## src/rtl/cvt_pkg.sv

```systemverilog
package cvt_pkg;
  localparam int CNT_W  = 64;
  localparam int DATA_W = 32;

  localparam logic [4:0] OFS_CTL    = 5'h00;
  localparam logic [4:0] OFS_CMP_LO = 5'h08;
  localparam logic [4:0] OFS_CMP_HI = 5'h0C;
  localparam logic [4:0] OFS_REL    = 5'h10;
  localparam logic [4:0] OFS_FREQ   = 5'h14;
  localparam logic [4:0] OFS_CNT_LO = 5'h18;
  localparam logic [4:0] OFS_CNT_HI = 5'h1C;

  localparam int CTL_EN_BIT   = 0;
  localparam int CTL_MASK_BIT = 1;
  localparam int CTL_ST_BIT   = 2;

  // Absolute deadline from a signed relative offset.
  function automatic logic [CNT_W-1:0] rel_to_deadline(
    input logic [CNT_W-1:0]  now,
    input logic [DATA_W-1:0] rel
  );
    logic [CNT_W-1:0] ext;
    ext = {{(CNT_W-DATA_W){rel[DATA_W-1]}}, rel};
    return now + ext;
  endfunction

  // Remaining ticks, truncated to the register width.
  function automatic logic [DATA_W-1:0] deadline_to_rel(
    input logic [CNT_W-1:0] deadline,
    input logic [CNT_W-1:0] now
  );
    logic [CNT_W-1:0] diff;
    diff = deadline - now;
    return diff[DATA_W-1:0];
  endfunction

  function automatic logic deadline_met(
    input logic [CNT_W-1:0] now,
    input logic [CNT_W-1:0] deadline
  );
    return now >= deadline;
  endfunction
endpackage

```

## src/rtl/cvt_counter.sv

```systemverilog
module cvt_counter #(
  parameter int W = 64
) (
  input  logic         clk,
  input  logic         rst_n,
  input  logic         tick,
  output logic [W-1:0] count
);
  always_ff @(posedge clk or negedge rst_n) begin
    if (!rst_n)    count <= '0;
    else if (tick) count <= count + W'(1);
  end
endmodule

```

## src/rtl/cvt_compare.sv

```systemverilog
module cvt_compare
  import cvt_pkg::*;
(
  input  logic             clk,
  input  logic             rst_n,
  input  logic             en,
  input  logic             mask,
  input  logic [CNT_W-1:0] count,
  input  logic [CNT_W-1:0] deadline,
  output logic             status,
  output logic             irq_q
);
  logic fire;

  assign status = en && deadline_met(count, deadline);
  assign fire   = status && !mask;

  always_ff @(posedge clk or negedge rst_n) begin
    if (!rst_n) irq_q <= 1'b0;
    else        irq_q <= fire;
  end
endmodule

```

## src/rtl/cvt_regs.sv

```systemverilog
module cvt_regs
  import cvt_pkg::*;
#(
  parameter int          ADDR_W  = 5,
  parameter logic [31:0] FREQ_HZ = 32'd50_000_000
) (
  input  logic              clk,
  input  logic              rst_n,
  input  logic              wr_en,
  input  logic [ADDR_W-1:0] addr,
  input  logic [DATA_W-1:0] wdata,
  input  logic [CNT_W-1:0]  count,
  input  logic              status,
  output logic [DATA_W-1:0] rdata,
  output logic              en,
  output logic              mask,
  output logic [CNT_W-1:0]  deadline,
  output logic              rel_wr
);
  localparam int HALF = CNT_W / 2;

  logic hit_ctl, hit_lo, hit_hi, hit_rel, hit_freq, hit_clo, hit_chi;

  assign hit_ctl  = addr == ADDR_W'(OFS_CTL);
  assign hit_lo   = addr == ADDR_W'(OFS_CMP_LO);
  assign hit_hi   = addr == ADDR_W'(OFS_CMP_HI);
  assign hit_rel  = addr == ADDR_W'(OFS_REL);
  assign hit_freq = addr == ADDR_W'(OFS_FREQ);
  assign hit_clo  = addr == ADDR_W'(OFS_CNT_LO);
  assign hit_chi  = addr == ADDR_W'(OFS_CNT_HI);

  assign rel_wr = wr_en && hit_rel;

  always_ff @(posedge clk or negedge rst_n) begin
    if (!rst_n) begin
      en       <= 1'b0;
      mask     <= 1'b0;
      deadline <= '0;
    end else if (wr_en) begin
      if (hit_ctl) begin
        en   <= wdata[CTL_EN_BIT];
        mask <= wdata[CTL_MASK_BIT];
      end
      if (hit_lo)  deadline[HALF-1:0]     <= wdata;
      if (hit_hi)  deadline[CNT_W-1:HALF] <= wdata;
      if (hit_rel) deadline <= rel_to_deadline(count, wdata);
    end
  end

  always_comb begin
    rdata = '0;
    if (hit_ctl) begin
      rdata[CTL_EN_BIT]   = en;
      rdata[CTL_MASK_BIT] = mask;
      rdata[CTL_ST_BIT]   = status;
    end
    if (hit_lo)   rdata = deadline[HALF-1:0];
    if (hit_hi)   rdata = deadline[CNT_W-1:HALF];
    if (hit_rel)  rdata = deadline_to_rel(deadline, count);
    if (hit_freq) rdata = FREQ_HZ;
    if (hit_clo)  rdata = count[HALF-1:0];
    if (hit_chi)  rdata = count[CNT_W-1:HALF];
  end
endmodule

```

## src/rtl/cmp_timer.sv

```systemverilog
module cmp_timer
  import cvt_pkg::*;
#(
  parameter int          ADDR_W  = 5,
  parameter logic [31:0] FREQ_HZ = 32'd50_000_000
) (
  input  logic              clk,
  input  logic              rst_n,
  input  logic              tick,
  input  logic              wr_en,
  input  logic [ADDR_W-1:0] addr,
  input  logic [31:0]       wdata,
  output logic [31:0]       rdata,
  output logic              irq
);
  logic [CNT_W-1:0] cnt_q;
  logic [CNT_W-1:0] cmp_q;
  logic             en_q, mask_q, status, rel_wr;

  cvt_counter #(.W(CNT_W)) u_cnt (
    .clk(clk), .rst_n(rst_n), .tick(tick), .count(cnt_q)
  );

  cvt_regs #(.ADDR_W(ADDR_W), .FREQ_HZ(FREQ_HZ)) u_regs (
    .clk(clk), .rst_n(rst_n), .wr_en(wr_en), .addr(addr), .wdata(wdata),
    .count(cnt_q), .status(status), .rdata(rdata), .en(en_q),
    .mask(mask_q), .deadline(cmp_q), .rel_wr(rel_wr)
  );

  cvt_compare u_cmp (
    .clk(clk), .rst_n(rst_n), .en(en_q), .mask(mask_q), .count(cnt_q),
    .deadline(cmp_q), .status(status), .irq_q(irq)
  );
endmodule

```

## config.mk

```make
export PLATFORM = sky130hd
export DESIGN_NAME = cmp_timer
export DESIGN_NICKNAME = d
export VERILOG_FILES = /design/src/rtl/cvt_pkg.sv /design/src/rtl/cvt_counter.sv /design/src/rtl/cvt_compare.sv /design/src/rtl/cvt_regs.sv /design/src/rtl/cmp_timer.sv
export SDC_FILE = /design/constraint.sdc
export NUM_CORES = 1
export LEC_CHECK = 0
export ABC_AREA = 0
export BUFFER_PORTS_ARGS = -buffer_cell sky130_fd_sc_hd__buf_2
export CORE_ASPECT_RATIO = 2
export CORE_MARGIN = 3
export CORE_UTILIZATION = 49
export CTS_CLUSTER_DIAMETER = 50
export DETAILED_ROUTE_END_ITERATION = 6
export GPL_TIMING_DRIVEN = 0
export PLACE_DENSITY = 0.65
export SLEW_MARGIN = 40
export SYNTH_ARGS = -nofsm -noshare
export SYNTH_HDL_FRONTEND = slang
export SYNTH_SLANG_ARGS = --single-unit
```

## constraint.sdc

```tcl
create_clock -name clk -period 8.35 [get_ports clk]
set_input_delay 0.4175 -clock clk [delete_from_list [all_inputs] [get_ports clk]]
set_output_delay 0.4175 -clock clk [all_outputs]
set_load 0.03 [all_outputs]
```

==> run summary <==
The synthesized netlist devotes 17.2% of its cell area to simple gates. Summed over all nets, the switching power comes to 1.20 mW. During placement, the flow inserted port buffers numbering 71. The fraction of power consumed by sequential logic was 30.7%.

For the number of pins exceeding their max-slew limit in the final report, the log shows 0. The transition time at the pin with the least slew margin works out to 1010 ps. The max capacitance violation total came out at 0. The slowest cell on the critical path was sky130_fd_sc_hd__a221oi_1. The first global-routing pass estimated 88500 um of wire.

The logs give 14500 for the number of vias after detailed routing and 0 for the total overflow reported by the global router. Timing would allow up to 177 MHz. The tools report the endpoint arrival time on the critical path as 5220 ps. The setup path with the least slack is of type reg2out.

The tools report the instance count of the mapped netlist as 1738. TritonCTS built the clock tree. STA puts the critical path data required time at 7930 ps.

The run finished, with violations left. For the buffer depth of the longest clock path, the log shows 2. The kind of cell adding the most delay to the critical path was compound AO/OA/AOI/OAI gates. After detailed routing, the number of vias per cell comes to 6.61. After synthesis, the mean cell area works out to 7.84 um2. The first TritonRoute pass finished after 7 iterations.

The worst path in the final design needs a cycle of 5640 ps, including I/O delays and setup. The number of nets in the synthesized netlist is 1940. Pin placement for this block handled 74 I/O pins. For this block, the initial DRC count from the detailed router was 1307. The layout overhead on the synthesized area works out to 11.4%. The number of different library cells used by synthesis comes to 78. In this run the power density over the cells is 186 mW/mm2. STA classifies the critical path startpoint as a flip-flop.

In this run, CTS created clock tree buffers numbering 17. In this run the worst hold path is classified as in2reg. In this run the tightest slew margin relative to its limit is 32.9%. For the via count of the first global-routing pass, the log shows 14400. The die area was 0.0300 mm2; the effective utilization at floorplan was 50.3%. The number of standard cells in the final layout excluding fillers was 2196; the instance count after placement with tap cells included was 2162.

Setup repair after global routing left no endpoint under its margin. After routing the design area is 0.0152 mm2. Buffers plus inverters on the worst setup path: 2. After synthesis, the largest family of logic cells by area is compound AO/OA/AOI/OAI gates. Dividing the detail-routed wire length by the instance count gives 27.8 um.

Clock root buffer master: sky130_fd_sc_hd__clkbuf_16. The horizontal extent of the die was 124 um; the post-synthesis mux area share was 1.40%. The cell area that synthesis handed to floorplanning was 0.0136 mm2. The placed instances occupy a cell area of 0.0146 mm2. At the later pin of the worst-skew pair, clock insertion delay measures 460 ps.

The logs give 0 for the count of final hold-check violations and 0 for the final setup violation count. Clock slew at the register clock pins of the worst setup and hold paths: 60 ps. Entering global routing, the biggest net connects 49 pins. Post-CTS timing repair inserted 0 buffers for setup.

The worst-case IR drop observed on VDD is 151 uV. The standard-cell row count is 85, and the share of the yosys chip area belonging to registers is 24.0%. Summed over all nets, the half-perimeter wirelength after detailed placement is 49000 um. The fraction of synthesized cell area in xor and xnor cells was 9.25%; the worst stage delay on the critical path was 630 ps.

Cell internal power was estimated by the tool at 1.63 mW. The core region is 0.0271 mm2. The final critical path takes up 67.5% of the cycle. For this run, the number of Yosys warnings is 0. Among all flip-flop cells after synthesis, the most frequent one is sky130_fd_sc_hd__dfrtp_1. The total routing resource utilization after global routing is 40.7%.

The share of cells above drive strength 1 works out to 8.83%. Setup total negative slack on the finished layout was measured at 0 ps. The fill cell instance count of the final layout came out at 2683.

The logs give 0 for the number of resized instances in the post-cts repair step and 1 for the hold-fix buffer count after cts. The die is 242 um tall. For this run, asynchronously set or reset flops after synthesis account for 100%.

The number of antenna violations at the first check in global routing came out at 0. The leakage power summed over all cells is 7.20 nW. The final reports fail on design-rule violations.

The arithmetic-cell share of the synthesized area counting full adders, half adders and majority gates was 14.9%; the number of clock sinks seen by CTS was 131. The tools report the sort of element at the end of the critical path as an output pin. The worst-case hold slack was 224 ps; the final net count was 2037. The critical path goes through ha_1, inv_1, fa_1, a211oi_1, nor3_1, o31ai_1, nand2_1, a31oi_1, o21ai_0, a221oi_1, mux2i_1, a32oi_1, buf_2. The synthesized design contains 131 register bits.

The share of the synthesized area in compound gates (AO/OA/AOI/OAI) works out to 27.9%. In this run, the clock network consumes 27.4% of the power. CTS built an H-tree with a depth of 4.

The final layout contains routed wiring with a total length of 61100 um. The count of flip-flops with a built-in enable after synthesis was 0; the final core area utilization was 56.0%. After detailed routing, the number of remaining DRC violations is 6. The clock skew was 7.69 ps. Along the worst path, the maximum fanout reaches 8. The run gives 0 as the post-detailed-route count of antenna-violating nets. The switching power as a share of total power is 42.5%, and the part of the power in combinational logic is 41.8%. The congestion estimate from routability-driven global placement came to 1.07.
registers in the layout, summed over array words and instances (netlist names):
register / count
u_cnt.count: 64
u_regs.deadline: 64
u_regs.en: 1
u_regs.mask: 1
u_cmp.irq_q: 1
stage by stage:
step | total power, mW | worst slack (ps)
final | 2.83 | 2710
after global routing | 2.98 | 2550
after CTS | 2.81 | 2810
after detailed placement | 2.03 | 3360
after global placement | 2.00 | 3220
after floorplan | 1.65 | 4560
placed cells by master (no fill, tap or decap), drive strengths merged, types with 4 or more instances in the layout:
cell / count
nand3: 45
o21bai: 12
clkinv: 5
o21ai: 117
nor4: 6
inv: 126
o31ai: 7
clkbuf: 77
and3: 21
xor2: 51
a21boi: 12
nor3: 37
o2111ai: 4
nand2: 167
mux2i: 9
a21oi: 188
a221oi: 9
o22ai: 22
buf: 87
nor2b: 12
o221ai: 13
nor2: 139
mux2: 9
a31oi: 12
a22oi: 20
and2: 14
a211oi: 35
a21o: 59
or3: 6
a41oi: 4
a222oi: 11
nand2b: 18
xnor2: 93
ha: 159
nand4: 29
o21a: 14
dfrtp: 131
o211ai: 17
cells in the mapped netlist, types with 18 or more instances:
cell / instances / area, um2
sky130_fd_sc_hd__nor2_1: 139 / 522
sky130_fd_sc_hd__dfrtp_1: 131 / 3280
sky130_fd_sc_hd__a21oi_1: 187 / 936
sky130_fd_sc_hd__a21o_1: 59 / 443
sky130_fd_sc_hd__a22oi_1: 20 / 150
sky130_fd_sc_hd__xnor2_1: 93 / 815
sky130_fd_sc_hd__a211oi_1: 35 / 263
sky130_fd_sc_hd__nand3_1: 45 / 225
sky130_fd_sc_hd__inv_1: 124 / 465
sky130_fd_sc_hd__nand2b_1: 18 / 113
sky130_fd_sc_hd__clkbuf_1: 57 / 214
sky130_fd_sc_hd__ha_1: 159 / 1990
sky130_fd_sc_hd__and3_1: 21 / 131
sky130_fd_sc_hd__nand4_1: 29 / 181
sky130_fd_sc_hd__xor2_1: 51 / 447
sky130_fd_sc_hd__o21ai_0: 110 / 551
sky130_fd_sc_hd__o22ai_1: 22 / 138
sky130_fd_sc_hd__nand2_1: 167 / 627
sky130_fd_sc_hd__nor3_1: 35 / 175
cells by family after synthesis:
family | count (synthesis)
DFF | 131
adders and majority gates | 161
and+or+nand+nor | 505
AOI/OAI and AO/OA | 587
buffers and inverters | 192
xor gates and xnor gates | 144
muxes | 18
layout make-up:
class                      count  area, um2  share of cell area [%]
multi-input combinational   1415       9680                    63.7
clock buffer                  19        443                    2.92
timing repair buffer          78        478                    3.15
sequential                   131       3280                    21.6
antenna                        1       2.50                  0.0165
clock inverter                12        133                   0.873
buffer                        68        277                    1.82
tap                          348        435                    2.87
inverter                     124        465                    3.06
path summary, 6_finish.rpt:
kind | start | to | slack [ps] | cells past startpoint
max | u_cnt.count[0]$_DFFE_PN0P_ | rdata[30] | 2710 | 13
min in group asynchronous | rst_n | u_cnt.count[0]$_DFFE_PN0P_ | 430 | 2
max reg2reg | u_cnt.count[0]$_DFFE_PN0P_ | u_regs.deadline[36]$_DFFE_PN0P_ | 4030 | 14
max in group asynchronous | rst_n | u_cnt.count[51]$_DFFE_PN0P_ | 7310 | 3
min reg2reg | u_regs.deadline[48]$_DFFE_PN0P_ | u_regs.deadline[48]$_DFFE_PN0P_ | 500 | 2
min | tick | u_cnt.count[0]$_DFFE_PN0P_ | 220 | 2
power by group through the flow:
stage,Clock (mW),Combinational [mW],Sequential [mW]
2_1_floorplan,0,0.832,0.820
3_3_place_gp,0,1.13,0.873
3_5_place_dp,0,1.15,0.876
4_1_cts,0.776,1.16,0.866
5_1_grt,0.798,1.30,0.879
6_report,0.776,1.18,0.871
metal layers:
metal / up-vias / track usage, % / routed length [um]
met5: - / 0 / 0
met4: 0 / 38.2 / 6980
met3: 318 / 7.39 / 3850
met2: 762 / 67.3 / 29700
met1: 6941 / 41.7 / 20600
li1: 6489 / - / -
Note: power is estimated with default switching activity, not from simulation.
